## src/rtl/trap_pkg.sv

```systemverilog
package trap_pkg;
   typedef enum logic [2:0] {
      EV_NONE    = 3'd0,
      EV_EXC     = 3'd1,
      EV_DBL     = 3'd2,
      EV_RET_EXC = 3'd3,
      EV_RET_IRQ = 3'd4,
      EV_TSX     = 3'd5,
      EV_IRQ     = 3'd6
   } trap_ev_e;

   localparam int CTX_EXC = 0;
   localparam int CTX_IRQ = 1;
   localparam int NUM_CTX = 2;
endpackage

```

## src/rtl/trap_arb.sv

```systemverilog
module trap_arb
   import trap_pkg::*;
(
   input  logic     exc_req,
   input  logic     irq_req,
   input  logic     ret_exc,
   input  logic     ret_irq,
   input  logic     tsx_done,
   input  logic     in_exc,
   input  logic     in_irq,
   output trap_ev_e ev
);
   always_comb begin
      ev = EV_NONE;
      if (exc_req)
         ev = in_exc ? EV_DBL : EV_EXC;
      else if (ret_exc && in_exc)
         ev = EV_RET_EXC;
      else if (ret_irq && in_irq)
         ev = EV_RET_IRQ;
      else if (tsx_done)
         ev = EV_TSX;
      else if (irq_req && !in_irq && !in_exc)
         ev = EV_IRQ;
   end
endmodule

```

## src/rtl/trap_ctx_pair.sv

```systemverilog
module trap_ctx_pair #(
   parameter int XLEN = 16
) (
   input  logic            clk,
   input  logic            rst_n,
   input  logic            capture,
   input  logic [XLEN-1:0] ip_in,
   input  logic [XLEN-1:0] pr_in,
   output logic [XLEN-1:0] ip_q,
   output logic [XLEN-1:0] pr_q
);
   always_ff @(posedge clk) begin
      if (!rst_n) begin
         ip_q <= '0;
         pr_q <= '0;
      end else if (capture) begin
         ip_q <= ip_in;
         pr_q <= pr_in;
      end
   end
endmodule

```

## src/rtl/trap_ctrl.sv

```systemverilog
module trap_ctrl
   import trap_pkg::*;
#(
   parameter int XLEN = 16
) (
   input  logic            clk,
   input  logic            rst_n,
   input  logic            irq_req,
   input  logic            exc_req,
   input  logic [XLEN-1:0] cur_ip,
   input  logic [XLEN-1:0] cur_pr,
   input  logic            ret_exc,
   input  logic            ret_irq,
   input  logic            tsx_done,
   output logic            redir_valid,
   output logic [XLEN-1:0] redir_ip,
   output logic            pr_load,
   output logic [XLEN-1:0] pr_value,
   output logic            exc_take,
   output logic            irq_take,
   output logic            dbl_exc,
   output logic            in_exc,
   output logic            in_irq
);
   localparam logic [XLEN-1:0] PR_ALL = {XLEN{1'b1}};

   if (XLEN < 4 || (XLEN % 2) != 0) begin : g_bad_xlen
      $error("trap_ctrl: XLEN must be even and at least 4");
   end

   trap_ev_e ev;

   trap_arb u_arb (
      .exc_req (exc_req),
      .irq_req (irq_req),
      .ret_exc (ret_exc),
      .ret_irq (ret_irq),
      .tsx_done(tsx_done),
      .in_exc  (in_exc),
      .in_irq  (in_irq),
      .ev      (ev)
   );

   logic [NUM_CTX-1:0]  cap;
   logic [XLEN-1:0]     sv_ip [NUM_CTX];
   logic [XLEN-1:0]     sv_pr [NUM_CTX];

   assign cap[CTX_EXC] = (ev == EV_EXC);
   assign cap[CTX_IRQ] = (ev == EV_IRQ);

   for (genvar g = 0; g < NUM_CTX; g++) begin : g_ctx
      trap_ctx_pair #(.XLEN(XLEN)) u_pair (
         .clk    (clk),
         .rst_n  (rst_n),
         .capture(cap[g]),
         .ip_in  (cur_ip),
         .pr_in  (cur_pr),
         .ip_q   (sv_ip[g]),
         .pr_q   (sv_pr[g])
      );
   end

   always_ff @(posedge clk) begin
      if (!rst_n) begin
         in_exc      <= 1'b0;
         in_irq      <= 1'b0;
         exc_take    <= 1'b0;
         irq_take    <= 1'b0;
         dbl_exc     <= 1'b0;
         redir_valid <= 1'b0;
         pr_load     <= 1'b0;
         redir_ip    <= '0;
         pr_value    <= '0;
      end else begin
         exc_take    <= (ev == EV_EXC);
         irq_take    <= (ev == EV_IRQ);
         dbl_exc     <= (ev == EV_DBL);
         redir_valid <= (ev == EV_RET_EXC) || (ev == EV_RET_IRQ);
         pr_load     <= (ev != EV_NONE) && (ev != EV_TSX);
         case (ev)
            EV_EXC: begin
               in_exc   <= 1'b1;
               pr_value <= PR_ALL;
            end
            EV_DBL: pr_value <= PR_ALL;
            EV_IRQ: begin
               in_irq   <= 1'b1;
               pr_value <= PR_ALL;
            end
            EV_RET_EXC: begin
               in_exc   <= 1'b0;
               pr_value <= sv_pr[CTX_EXC];
               redir_ip <= sv_ip[CTX_EXC];
            end
            EV_RET_IRQ: begin
               in_irq   <= 1'b0;
               pr_value <= sv_pr[CTX_IRQ];
               redir_ip <= sv_ip[CTX_IRQ];
            end
            EV_TSX: begin
               in_exc <= 1'b0;
               in_irq <= 1'b0;
            end
            default: ;
         endcase
      end
   end
endmodule

```

## config.mk

```make
export PLATFORM = sky130hd
export DESIGN_NAME = trap_ctrl
export DESIGN_NICKNAME = d
export VERILOG_FILES = /design/src/rtl/trap_pkg.sv /design/src/rtl/trap_arb.sv /design/src/rtl/trap_ctx_pair.sv /design/src/rtl/trap_ctrl.sv
export SDC_FILE = /design/constraint.sdc
export NUM_CORES = 1
export LEC_CHECK = 0
export CAP_MARGIN = 15
export CORE_MARGIN = 2
export CORE_UTILIZATION = 35
export DETAILED_ROUTE_END_ITERATION = 12
export RECOVER_POWER = 50
export REMOVE_ABC_BUFFERS = 1
export SLEW_MARGIN = 5
export SYNTH_ARGS = -nofsm -noshare
export SYNTH_HDL_FRONTEND = slang
export SYNTH_SLANG_ARGS = --single-unit
```

## constraint.sdc

```tcl
create_clock -name clk -period 2.2 [get_ports clk]
set_input_delay 0.44 -clock clk [delete_from_list [all_inputs] [get_ports clk]]
set_output_delay 0.44 -clock clk [all_outputs]
set_load 0.05 [all_outputs]
```

==> impl_results.rst <==
.. list-table::
   :header-rows: 1

   * - Metric
     - Value
   * - Run status
     - finished, final reports clean
   * - Number of buffers added on ports
     - 77
   * - Switching share of total power
     - between 20% and 30%
   * - Worst clock skew
     - 0.006331 ns
   * - Power density relative to cell area
     - 817.2 nW/um^2
   * - Ratio of cells with drive above 1 in the final layout
     - 13.35%
   * - Number of nets in the layout
     - between 500 and 600
   * - Critical path data required time
     - 1.76 ns
   * - Source of the critical timing path
     - in_exc
   * - Vias in the first global route
     - 2989
   * - Average wire per standard cell
     - between 10 and 15 um
   * - Switching power
     - approximately 1.1 mW
   * - Overall die height
     - 111.5 um
   * - Number of antenna repair diodes
     - 0
   * - Num rows
     - 39
   * - Type of the setup path with the least slack
     - flip-flop to output port
   * - Minimum clock period after layout
     - 2.096 ns
   * - Sequential group share of total power
     - 47.3%
   * - Die boundary width
     - 111.5 um
   * - Kind of path behind the tightest hold check
     - flip-flop to flip-flop
   * - Number of detailed-routing iterations run before antenna repair
     - 4
   * - Number of antenna violations at the first check in global routing
     - 0
   * - Cell breakdown of the critical path
     - clkdlybuf4s50_1
   * - Total congestion overflow after global routing
     - 0
   * - Power Total
     - 4.268 mW
   * - Combinational fraction of design power
     - 14.5%
   * - Setup slack of the critical path after layout
     - approximately 0.10 ns
   * - Crit path max-delay cell type
     - clkdlybuf4s50_1
   * - Worst Tran Pin Value
     - 0.7514 ns
   * - Area grow syn2layout
     - 29.11%
   * - Peak fanout along the critical path
     - 9
   * - Number of hold-slack violations in the final timing report
     - 0
   * - Filler cells
     - ~1100
   * - Vias per cell
     - 4.940
   * - Final antenna-violating net count
     - 0
   * - Fraction of the yosys area taken by sequential cells
     - 50.97%
   * - Part of the cycle the worst path needs
     - a little over nine tenths
   * - Leading cell type in the layout, fill and taps excluded
     - nand2_1
   * - Worst Reg2Reg Path Length in Cells
     - 4
   * - Cell Int Power
     - roughly 3.2 mW
   * - Number of warning messages in the yosys log
     - 0
   * - H-tree depth
     - 3
   * - Logic depth of the worst path, buffers included
     - 1
   * - Gate family responsible for the most delay along the worst path
     - buffers and inverters
   * - Total clock buffers created by CTS
     - 9
   * - R2r endpoint
     - g_ctx[1].u_pair.ip_q[7]
   * - Synthesis-stage register bit count
     - 103
   * - CTS tree
     - yes
   * - GP Congestion
     - between 0.7 and 0.8
   * - # IOs
     - 78
   * - Portion of total power attributed to the clock network
     - 38.2%
   * - Setup tns final
     - 0 ns
   * - Worst setup EP type
     - output port
   * - Worst stage delay on the critical path
     - around 0.85 ns
   * - Clock slew at reported path FFs
     - roughly 0.070 ns
   * - Crit path capture
     - in_exc
   * - Post-CTS Setup Repair Bufs
     - 0
   * - Post-Synthesis Cell Area
     - slightly above 4000 um^2
   * - Area of the multi-input gates
     - 1797 um^2
   * - Global-route usage over all layers
     - between 15 and 20%
   * - Leakage component of the power
     - ~1.9 nW
   * - Worst-Skew Late Latency
     - 0.34 ns
   * - Post-route DRC
     - 0
   * - Unrepaired setup endpoints after global routing
     - no
   * - Number of hold buffers added after cts
     - 0
   * - Slew Limit Headroom
     - approximately half
   * - Initial core utilization
     - between 30 and 40%
   * - Most frequent cells in the layout
     - nand2_1 (131), dfxtp_1 (103), clkdlybuf4s50_1 (75)
   * - Average cell area after synthesis
     - 9.747 um^2
   * - Finish-stage setup viols
     - 0
   * - Worst setup SP type
     - flip-flop
   * - Max Cap Violations
     - 0
   * - Maximum number of pins on one net before global-route repair
     - 136
   * - Cell variety after synth
     - 25
   * - Routed vias
     - 3112
   * - Reg2Reg Launch Point
     - in_exc
   * - Area used by sequential logic in the layout
     - slightly above 2000 um^2
   * - HPWL after detailed placement
     - ~5.7 mm
   * - Slack of the worst reg-to-reg path
     - 0.28 ns
   * - DIE AREA
     - 12430 um^2
   * - Core area
     - 11370 um^2
   * - Post-cts sizing count
     - 0
   * - F_max
     - 477.1 MHz
   * - Number of DRC markers in iteration 0
     - 200
   * - Hold Crit Depth
     - 2
   * - Minimum setup slack after placement
     - 0.03863 ns
   * - Post-synthesis cell count
     - 415
   * - Overall routed net length
     - 9.377 mm
   * - Wire length of the first global-routing pass
     - roughly 15 mm
   * - Number of slew-limit violations in the final report
     - 0
   * - Worst path arrival time
     - between 1.5 and 2 ns
   * - Root buffer cell
     - clkbuf_16
   * - Maximum resistive drop on vdd
     - about 0.34 mV
   * - Count of clock tree sinks
     - 103
   * - Clock buffer depth
     - 2
   * - Sum of buffers and inverters on the critical path
     - 1
   * - Worst hold margin
     - 0.4591 ns
## cells in the mapped netlist
| library cell | n | area (um^2) |
|---|---|---|
| buf_1 | 1 | 3.750 |
| and2_1 | 4 | 25.02 |
| nand3_1 | 1 | 5.000 |
| and3_1 | 1 | 6.260 |
| a21oi_1 | 2 | 10.01 |
| buf_2 | 7 | 35.03 |
| a21o_1 | 1 | 7.510 |
| mux2i_1 | 32 | 320.3 |
| nand2_1 | 131 | 491.7 |
| or4b_4 | 1 | 13.76 |
| and2b_1 | 1 | 7.510 |
| a21boi_0 | 32 | 240.2 |
| o21a_1 | 33 | 247.7 |
| dfxtp_1 | 103 | 2062 |
| o211a_1 | 1 | 10.01 |
| or2b_1 | 1 | 7.510 |
| clkbuf_1 | 22 | 82.58 |
| nand3_2 | 1 | 10.01 |
| nand3b_1 | 1 | 7.510 |
| buf_8 | 3 | 45.04 |
| nor2_8 | 1 | 20.02 |
| a21oi_2 | 1 | 8.760 |
| o221a_2 | 32 | 360.4 |
| buf_6 | 1 | 11.26 |
| nand2b_1 | 1 | 6.260 |
## worst min-delay path, cell delays in order (launching register included)
cell     delay, ns
dfxtp_1       0.31
nand2_1       0.05
mux2i_1       0.05
## worst min-delay path by stage
stage                              from                       end  slack, ns
6_report       g_ctx[1].u_pair.ip_q[13]  g_ctx[1].u_pair.ip_q[13]       0.46
5_1_grt         g_ctx[1].u_pair.pr_q[7]   g_ctx[1].u_pair.pr_q[7]       0.48
4_1_cts        g_ctx[1].u_pair.ip_q[13]  g_ctx[1].u_pair.ip_q[13]       0.46
3_5_place_dp   g_ctx[1].u_pair.ip_q[11]  g_ctx[1].u_pair.ip_q[11]       0.45
3_3_place_gp   g_ctx[1].u_pair.ip_q[13]  g_ctx[1].u_pair.ip_q[13]       0.44
2_1_floorplan   g_ctx[1].u_pair.ip_q[0]   g_ctx[1].u_pair.ip_q[0]       0.43
## power groups by stage
stage | Clock (mW) | Combinational (mW) | Sequential, mW
after floorplan | 0 | 0.191 | 2.21
after global placement | 0 | 0.625 | 2.06
after detailed placement | 0 | 0.632 | 2.06
after CTS | 1.68 | 0.635 | 2.02
after global routing | 1.76 | 0.660 | 2.03
final | 1.63 | 0.617 | 2.02
## routing by layer
| layer | vias up | share of wire [%] | GRT usage, % |
|---|---|---|---|
| li1 | 1568 | - | - |
| met1 | 1468 | 51 | 21.62 |
| met2 | 69 | 43 | 23.05 |
| met3 | 7 | 4.1 | 3.647 |
| met4 | 0 | 1.0 | 4.444 |
| met5 | - | 0 | 0 |
## sequential cells by signal, indices dropped and copies added (netlist names), 16 cells and up
register	flops
g_ctx.u_pair.pr_q	32
redir_ip	16
pr_value	16
g_ctx.u_pair.ip_q	32
## cells by family after synthesis
group | share of synthesized area, %
and+or+nand+nor | 14.85
DFF | 50.97
AOI/OAI and AO/OA | 21.87
buffers and inverters | 4.392
muxes | 7.918
## through the flow
| step | cell area (um^2) | util [%] | cells |
|---|---|---|---|
| global placement | 4970 | 43.71 | 614 |
| CTS | 5280 | 46.44 | 630 |
| detailed placement | 4970 | 43.71 | 614 |
| finish | 5223 | 45.93 | 630 |
| floorplan | 3867 | - | 381 |
| global route | 5223 | 45.93 | 630 |
## layout make-up
| class | instances | share of cell area [%] |
|---|---|---|
| clock inverter | 4 | 1.030 |
| timing repair buffer | 90 | 16.75 |
| tap | 143 | 3.426 |
| sequential | 103 | 39.48 |
| clock buffer | 12 | 4.911 |
| multi-input combinational | 278 | 34.40 |
No activity file was read; power rests on OpenSTA's default activity.
